File: src/rtl/wf_route_pkg.sv
package wf_route_pkg;
  localparam int NUM_LINKS = 4;
  localparam int NUM_ADAPT = 3;
  localparam int PTR_W     = $clog2(NUM_ADAPT);

  typedef enum logic [2:0] {
    PORT_LOCAL = 3'd0,
    PORT_EAST  = 3'd1,
    PORT_NORTH = 3'd2,
    PORT_SOUTH = 3'd3,
    PORT_WEST  = 3'd4
  } port_e;

  typedef struct packed {
    logic                 capture;
    logic                 takeWest;
    logic                 takeLocal;
    logic [NUM_ADAPT-1:0] grant;
  } route_strobe_t;
endpackage

File: src/rtl/wf_route_dp.sv
module wf_route_dp
  import wf_route_pkg::*;
#(
  parameter int COORD_W = 4
) (
  input  logic                        clk,
  input  logic                        rst_n,
  input  logic signed [COORD_W-1:0]   dx,
  input  logic signed [COORD_W-1:0]   dy,
  input  logic [NUM_LINKS-1:0]        linkBusy,
  input  logic [NUM_LINKS-1:0]        linkFault,
  input  route_strobe_t               strobe,
  output logic                        westReq,
  output logic                        localReq,
  output logic [NUM_ADAPT-1:0]        candMask,
  output logic [NUM_ADAPT-1:0]        freeMask,
  output logic [NUM_ADAPT-1:0]        safeMask,
  output logic                        selValid,
  output logic [2:0]                  selPort
);
  logic [NUM_ADAPT-1:0] wantDir;
  logic [2:0]           grantCode;

  assign westReq  = (dx < 0);
  assign localReq = (dx == '0) && (dy == '0);

  // bit 0 east, bit 1 north, bit 2 south
  assign wantDir[0] = (dx > 0);
  assign wantDir[1] = (dy > 0);
  assign wantDir[2] = (dy < 0);

  for (genvar i = 0; i < NUM_ADAPT; i++) begin : g_screen
    assign candMask[i] = wantDir[i] & ~westReq;
    assign freeMask[i] = candMask[i] & ~linkBusy[i] & ~linkFault[i];
    assign safeMask[i] = candMask[i] & ~linkFault[i];
  end

  always_comb begin
    grantCode = PORT_LOCAL;
    for (int i = NUM_ADAPT - 1; i >= 0; i--) begin
      if (strobe.grant[i]) grantCode = 3'(i + 1);
    end
  end

  always_ff @(posedge clk) begin
    if (!rst_n) begin
      selValid <= 1'b0;
      selPort  <= PORT_LOCAL;
    end else begin
      selValid <= strobe.capture;
      if (strobe.capture) begin
        if (strobe.takeWest)       selPort <= PORT_WEST;
        else if (strobe.takeLocal) selPort <= PORT_LOCAL;
        else                       selPort <= grantCode;
      end
    end
  end
endmodule

File: src/rtl/wf_route_ctrl.sv
module wf_route_ctrl
  import wf_route_pkg::*;
(
  input  logic                 clk,
  input  logic                 rst_n,
  input  logic                 hdrValid,
  input  logic                 westReq,
  input  logic                 localReq,
  input  logic [NUM_ADAPT-1:0] candMask,
  input  logic [NUM_ADAPT-1:0] freeMask,
  input  logic [NUM_ADAPT-1:0] safeMask,
  output route_strobe_t        strobe
);
  logic [PTR_W-1:0]     rrPtr;
  logic [PTR_W-1:0]     rrNext;
  logic [NUM_ADAPT-1:0] rrPick;
  logic [NUM_ADAPT-1:0] fbPick;
  logic [NUM_ADAPT-1:0] fbPool;
  logic                 anyFree;
  logic                 adaptGrant;

  assign anyFree = |freeMask;
  assign fbPool  = (|safeMask) ? safeMask : candMask;

  // rotating search over free ports starting at the pointer
  always_comb begin
    rrPick = '0;
    rrNext = rrPtr;
    for (int off = NUM_ADAPT - 1; off >= 0; off--) begin
      int idx;
      idx = int'(rrPtr) + off;
      if (idx >= NUM_ADAPT) idx = idx - NUM_ADAPT;
      if (freeMask[idx]) begin
        rrPick      = '0;
        rrPick[idx] = 1'b1;
        rrNext      = (idx == NUM_ADAPT - 1) ? '0 : PTR_W'(idx + 1);
      end
    end
  end

  // fixed east, north, south order for the blocked case
  always_comb begin
    fbPick = '0;
    for (int i = NUM_ADAPT - 1; i >= 0; i--) begin
      if (fbPool[i]) begin
        fbPick    = '0;
        fbPick[i] = 1'b1;
      end
    end
  end

  assign adaptGrant = hdrValid && !westReq && !localReq && anyFree;

  always_comb begin
    strobe.capture   = hdrValid;
    strobe.takeWest  = westReq;
    strobe.takeLocal = localReq;
    strobe.grant     = anyFree ? rrPick : fbPick;
  end

  always_ff @(posedge clk) begin
    if (!rst_n)          rrPtr <= '0;
    else if (adaptGrant) rrPtr <= rrNext;
  end
endmodule

File: src/rtl/wf_route_top.sv
module wf_route_top
  import wf_route_pkg::*;
#(
  parameter int COORD_W = 4
) (
  input  logic                      clk,
  input  logic                      rst_n,
  input  logic                      hdrValid,
  input  logic signed [COORD_W-1:0] dx,
  input  logic signed [COORD_W-1:0] dy,
  input  logic [3:0]                linkBusy,
  input  logic [3:0]                linkFault,
  output logic                      selValid,
  output logic [2:0]                selPort
);
  route_strobe_t        strobe;
  logic                 westReq;
  logic                 localReq;
  logic [NUM_ADAPT-1:0] candMask;
  logic [NUM_ADAPT-1:0] freeMask;
  logic [NUM_ADAPT-1:0] safeMask;

  wf_route_dp #(.COORD_W(COORD_W)) u_dp (
    .clk(clk), .rst_n(rst_n), .dx(dx), .dy(dy),
    .linkBusy(linkBusy), .linkFault(linkFault), .strobe(strobe),
    .westReq(westReq), .localReq(localReq), .candMask(candMask),
    .freeMask(freeMask), .safeMask(safeMask),
    .selValid(selValid), .selPort(selPort)
  );

  wf_route_ctrl u_ctrl (
    .clk(clk), .rst_n(rst_n), .hdrValid(hdrValid),
    .westReq(westReq), .localReq(localReq), .candMask(candMask),
    .freeMask(freeMask), .safeMask(safeMask), .strobe(strobe)
  );
endmodule

File: config.mk
export PLATFORM = sky130hd
export DESIGN_NAME = wf_route_top
export DESIGN_NICKNAME = d
export VERILOG_FILES = /design/src/rtl/wf_route_pkg.sv /design/src/rtl/wf_route_dp.sv /design/src/rtl/wf_route_ctrl.sv /design/src/rtl/wf_route_top.sv
export SDC_FILE = /design/constraint.sdc
export NUM_CORES = 1
export LEC_CHECK = 0
export BUFFER_PORTS_ARGS = -buffer_cell sky130_fd_sc_hd__buf_4
export CORE_MARGIN = 8
export CORE_UTILIZATION = 55
export DETAILED_ROUTE_END_ITERATION = 8
export HOLD_SLACK_MARGIN = 0.06
export PLACE_DENSITY = 0.95
export SLEW_MARGIN = 15
export SYNTH_ARGS = -nofsm -noshare
export SYNTH_HDL_FRONTEND = slang
export SYNTH_SLANG_ARGS = --single-unit
File: constraint.sdc
create_clock -name clk -period 3.6 [get_ports clk]
set_clock_uncertainty 0.2 [all_clocks]
set_input_delay 0.18 -clock clk [delete_from_list [all_inputs] [get_ports clk]]
set_output_delay 0.18 -clock clk [all_outputs]
set_load 0.01 [all_outputs]
Word-level counts from Yosys, hierarchy flattened
Cells that the tools add are included.

Add/subtract/negate cells: 8. Magnitude comparators: 13. Eq/ne operators: 3. Multiplexer cells: 37. Bitwise logic cells: 19. Reductions and logical operators: 15.

Operator list (count): equality test 32 x 3 -> 1 bit, second input constant (3); greater-or-equal comparator 32 x 1 -> 1 bit, second input constant (3); less-than comparator 32 x 4 -> 1 bit, second input constant (3); two-way mux 32 bit (3); greater-or-equal comparator 32 x 3 -> 1 bit, second input constant (2); subtractor 32 x 3 -> 32 bit, second input constant (2); two-way mux 3 bit (9); two-way mux 2 bit (10); bitwise AND 1 bit (12); two-way mux 1 bit (9); > comparator 4 x 1 -> 1 bit, second input constant (2); logical NOT 4 bit (2); less-than comparator 4 x 1 -> 1 bit, second input constant (2); logical AND 1 bit (7); inverter 1 bit (7); adder 2 bit, second input constant (3); binary-select mux 1 bit (select 2 bit) (3); demux 1 bit (select 2 bit) (3); OR reduction 3 bit (2); adder 2 x 1 -> 3 bit, second input constant (1); adder 2 x 2 -> 3 bit, second input constant (1); nonzero test 3 bit (1); subtractor 2 x 2 -> 3 bit, second input constant (1); greater-or-equal comparator 2 bit, second input constant (1); 2 further kinds (3).

Bits in registers: 6. Input bits: 19. Output and inout bits: 4. Word-level logic and storage cells: 98.

Depth between registers and ports, before layout
Depth in word-level cells: 17. Depth in mapped cells: 9. Gate-level depth less buffers: 8.

Cells and area by module
Synthesis repeated with hierarchy kept, for this count alone.

Cell total of the unflattened synthesis: 92. Area, all modules: 705.7 um2.

By module, submodules not included: wf_route_ctrl (times used 1, cells an instance 61, area each 460.4 um2, sequential area each 40.0 um2); wf_route_dp (times used 1, cells an instance 31, area each 245.2 um2, sequential area each 80.1 um2).

Least setup slack after synthesis
Ideal clock, no wire load.

Path kind: reg-to-reg. From: reg u_ctrl.rrPtr[0]. To: reg u_dp.selPort[1]. Library setup time: 0.119 ns. Arrival time: 1.964 ns. Required time: 3.281 ns. Setup slack: 1.317 ns. Stages on the path, launching flop included: 10. Buffers on the path: 1. Period minus slack after synthesis: 2.283 ns. Cell sequence: dfxtp_1 > inv_1 > ha_1 > buf_2 > nor4_1 > a22oi_2 > o22a_2 > mux2_4 > o31ai_1 > o21ai_1.

Longest elaborated chain between the ends: 16. Elaborated cells between the ends (all ways): 44. Classes of those cells: 5 x add/sub; 9 x order compare; 27 x mux; 3 x reduce/logical.

RTL lines: start, declared (line wf_route_ctrl.sv:14) `logic [PTR_W-1:0] rrPtr;`; start signal, assigned (line wf_route_ctrl.sv:63) `else if (adaptGrant) rrPtr <= rrNext;`; adder 2 x 2 -> 3 bit (line wf_route_ctrl.sv:31) `idx = int'(rrPtr) + off;`; subtractor 32 x 3 -> 32 bit / greater-or-equal comparator 32 x 3 -> 1 bit (equally long branches) (line wf_route_ctrl.sv:32) `if (idx >= NUM_ADAPT) idx = idx - NUM_ADAPT;`; two-way mux 32 bit (line wf_route_ctrl.sv:32); greater-or-equal comparator 32 x 1 -> 1 bit (implied by the code) / less-than comparator 32 x 4 -> 1 bit (equally long branches) (line wf_route_ctrl.sv:35) `rrPick[idx] = 1'b1;`; logical AND 1 bit (implied by the code) (line wf_route_ctrl.sv:35); two-way mux 1 bit (implied by the code) (line wf_route_ctrl.sv:35); demux 1 bit (select 2 bit); two-way mux 3 bit (2 in a row) (line wf_route_ctrl.sv:33) `if (freeMask[idx]) begin`; two-way mux 3 bit (*) (line wf_route_ctrl.sv:33); two-way mux 3 bit (*) (line wf_route_ctrl.sv:58) `strobe.grant = anyFree ? rrPick : fbPick;`; two-way mux 2 bit (2 in a row) (line wf_route_dp.sv:41) `if (strobe.grant[i]) grantCode = 3'(i + 1);`; two-way mux 2 bit (*) (line wf_route_dp.sv:41); two-way mux 2 bit (*) (line wf_route_dp.sv:53) `else if (strobe.takeLocal) selPort <= PORT_LOCAL;`; two-way mux 3 bit (*) (line wf_route_dp.sv:52) `if (strobe.takeWest) selPort <= PORT_WEST;`; end signal, assigned (line wf_route_dp.sv:54) `else selPort <= grantCode;`; end, declared (line wf_route_dp.sv:19) `output logic [2:0] selPort`.

Every way passes the cells marked *; elsewhere a longest branch is shown, timed or not. The select of a mux whose other input is x is not followed. A chain may end at the register's enable or synchronous reset.

Worst setup path in the final report
Ends and elaborated chain as after synthesis.

==> qor.csv <==
stage;metric;value;unit
global_routing;initial antenna violation count;0;
global_routing;GRT Overall Usage;0.175;
sta;final hold violations;0;
critical_path;CP max stage delay;360;ps
floorplan;die width;54.4;um
global_routing;vias in the first global route;910;
floorplan;I/O Pins;23;
critical_path;CP bufs+invs;1;
sta;final setup TNS;0;ps
clocking;CTS H-tree lvls;1;
critical_path;Setup CP Type;reg -> reg;
outcome;status;completed;
clocking;clock slew at reported path FFs;40;ps
clocking;root buf cell;clkbuf_4;
synthesis;largest family of logic cells by synthesized area;simple AND/OR/NAND/NOR gates;
global_routing;grt ovf;0;
clocking;number of CTS-inserted buffers;3;
cells_and_area;n_diodes;0;
synthesis;Synth top area share;0.148;
critical_path;RR Endpoint;u_dp.selPort[1];
critical_path;Setup crit start kind;flop;
cells_and_area;Area Growth Syn to Fin;22.7;%
floorplan;Die Y;54.4;um
detailed_routing;vias per inst;6.82;
worst_hold_path;Worst Hold Launch;dx[3];
synthesis;post-synthesis register bit count;6;
sta;RSZ-0062 raised after global routing;false;
worst_hold_path;hold path cells;3;
floorplan;row cnt;14;
synthesis;Synth Area in Compound Gates;0.321;
clocking;Setup Fix Bufs, Post-CTS;0;
critical_path;reg2reg setup slack;1100;ps
critical_path;reg2reg start;u_ctrl.rrPtr[0];
synthesis;Cell variety after synth;45;
worst_hold_path;Worst Hold End;u_dp.selPort[2];
power_and_ir_drop;Leakage;0.389;nW
synthesis;Async S/R FF share, synth;0;
clocking;post-cts hold buffer count;3;
synthesis;number of synthesized flops with an enable pin;0;
critical_path;Worst EP required;3530;ps
cells_and_area;Fill cells;124;
synthesis;Synth Cell Area;810;um^2
detailed_routing;DR pass1 iterations;5;
floorplan;die area;0.00296;mm^2
clocking;Skew-Pair Late Insertion Delay;250;ps
synthesis;sequential fraction of the synthesis area;0.148;
critical_path;Critical Path AT;2440;ps
critical_path;crit end category;flop;
clocking;# resized after CTS;0;
critical_path;worst reg2reg path depth;8;
detailed_routing;number of remaining DRC errors;0;
cells_and_area;Net count, final;153;
place;DP HPWL;1730;um
sta;# setup viols final;0;
sta;Final Max Tran Viols;0;
detailed_routing;Avg WL per Cell;17.3;um
clocking;clock buffer depth;2;
detailed_routing;post-route antenna net violation count;0;
place;IO buf count;20;
sta;Peak Freq;400;MHz
synthesis;top post-synthesis cells by area;dfxtp_1 (15%), ha_1 (6.2%), nand2_1 (4.6%), o211ai_1 (4.6%), nor2_1 (4.2%);
cells_and_area;layout cells sized above 1;0.227;
synthesis;simple-gate portion of the synthesized area;0.328;
detailed_routing;Detailed Route Iter0 Violations;63;
power_and_ir_drop;Cell Pwr Density;201;mW/mm^2
floorplan;CORE AREA;0.00144;mm^2
place;GP Congestion;0.878;
power_and_ir_drop;Power Total;0.200;mW
power_and_ir_drop;Max rail drop VDD;0.196;mV
critical_path;critical path's top delay family;compound AO/OA/AOI/OAI gates;
detailed_routing;Routed WL;2480;um
synthesis;Avg Inst Size Synth;7.43;um^2
sta;Final period util;0.695;
synthesis;post-synthesis mux area share;0.0556;
floorplan;Starting Density;0.564;
detailed_routing;vias;982;
synthesis;post-synthesis adder-cell area fraction;0.0618;
critical_path;Critical Path Slowest Stage Cell;dfxtp_1;
sta;fin crit period;2500;ps
critical_path;crit path cell chain;inv_1 -> ha_1 -> nor4_1 -> a22oi_2 -> o22a_2 -> mux2_4 -> o31ai_1 -> o21ai_1;
synthesis;Synth Area in XOR/XNOR;0;
synthesis;Syn Nets;132;
flow_run;max cap viols;0;
worst_hold_path;Hold Crit Class;in -> reg;
clocking;clock sink total;6;
clocking;CTS tree;done;
critical_path;Crit Path Max Fanout;9;
sta;Slew HR;0.461;
synthesis;largest area contributor in the netlist;dfxtp_1;
cells_and_area;commonest non-fill, non-tap cell in the layout;buf_4;
synthesis;Mapped Cells;109;
synthesis;Synthesis Warnings;0;
global_routing;first-pass GRT wire length;4010;um
cells_and_area;most frequent cells in the layout;buf_4 (20), nand2_1 (10), nor2_1 (9);
global_routing;largest net degree at the start of global routing;15;
synthesis;ys flop type;dfxtp_1;
sta;worst-margin pin slew;789;ps
[routing by layer]
metal,share of wire,global-route usage
met5,0,0
met2,0.47,0.294
met4,0.050,0.0779
met1,0.37,0.201
met3,0.12,0.0516
[worst max-delay path by stage]
stage                          startpoint         endpoint  slack (ps)  cells past startpoint
after floorplan           u_ctrl.rrPtr[0]  u_dp.selPort[1]        1320                      9
after global placement    u_ctrl.rrPtr[0]  u_dp.selPort[1]        1260                      8
after detailed placement  u_ctrl.rrPtr[0]  u_dp.selPort[1]        1150                      8
after CTS                 u_ctrl.rrPtr[0]  u_dp.selPort[1]        1160                      8
after global routing      u_ctrl.rrPtr[0]  u_dp.selPort[1]        1000                      8
final                     u_ctrl.rrPtr[0]  u_dp.selPort[1]        1100                      8
[worst min-delay path, stage by stage]
cell and delay [ps]:
buf_4 170, mux2i_1 100, nor2_1 80
[state kept, by name, summed over array words and instances (netlist names)]
name           cells
u_ctrl.rrPtr       2
u_dp.selPort       3
u_dp.selValid      1
[power breakdown]
part	switching (mW)	total, mW	internal [mW]
logic	0.0343	0.0666	0.0323
registers	0.00109	0.0701	0.0691
clock network	0.0251	0.0629	0.0378
total	0.0605	0.200	0.139
[synthesized netlist by cell type (3+ instances only)]
cell	n
or3_1	3
o21ai_0	3
a21oi_1	4
nor3_1	3
buf_2	4
o21ai_1	3
nand2_1	10
o211ai_1	5
dfxtp_1	6
nor2b_1	3
o31ai_1	3
inv_1	8
ha_1	4
nor2_1	9
mux2i_1	3
[kinds of logic after synthesis]
group	Yosys count
fa+ha+maj	4
buf+inv	15
mux	4
simple gates	45
flops	6
compound gates	35
[through the flow]
stage	instance area (um^2)	instances	utilization	worst slack, ps	hold slack, ps
finish	993	144	0.692	1100	121
global route	993	144	0.692	1000	123
CTS	993	144	0.692	1160	109
detailed placement	941	138	0.655	1150	240
global placement	941	138	0.655	1260	227
floorplan	810	109	-	1320	102
[layout make-up]
cell class	instances	area, um^2	area share
Clock buffer	3	22.5	0.0227
Inverter	8	30.0	0.0302
Multi-Input combinational cell	88	621	0.625
Sequential cell	6	120	0.121
Tap cell	16	20.0	0.0202
Timing Repair Buffer	23	180	0.181
No activity file was read; power rests on OpenSTA's default activity.
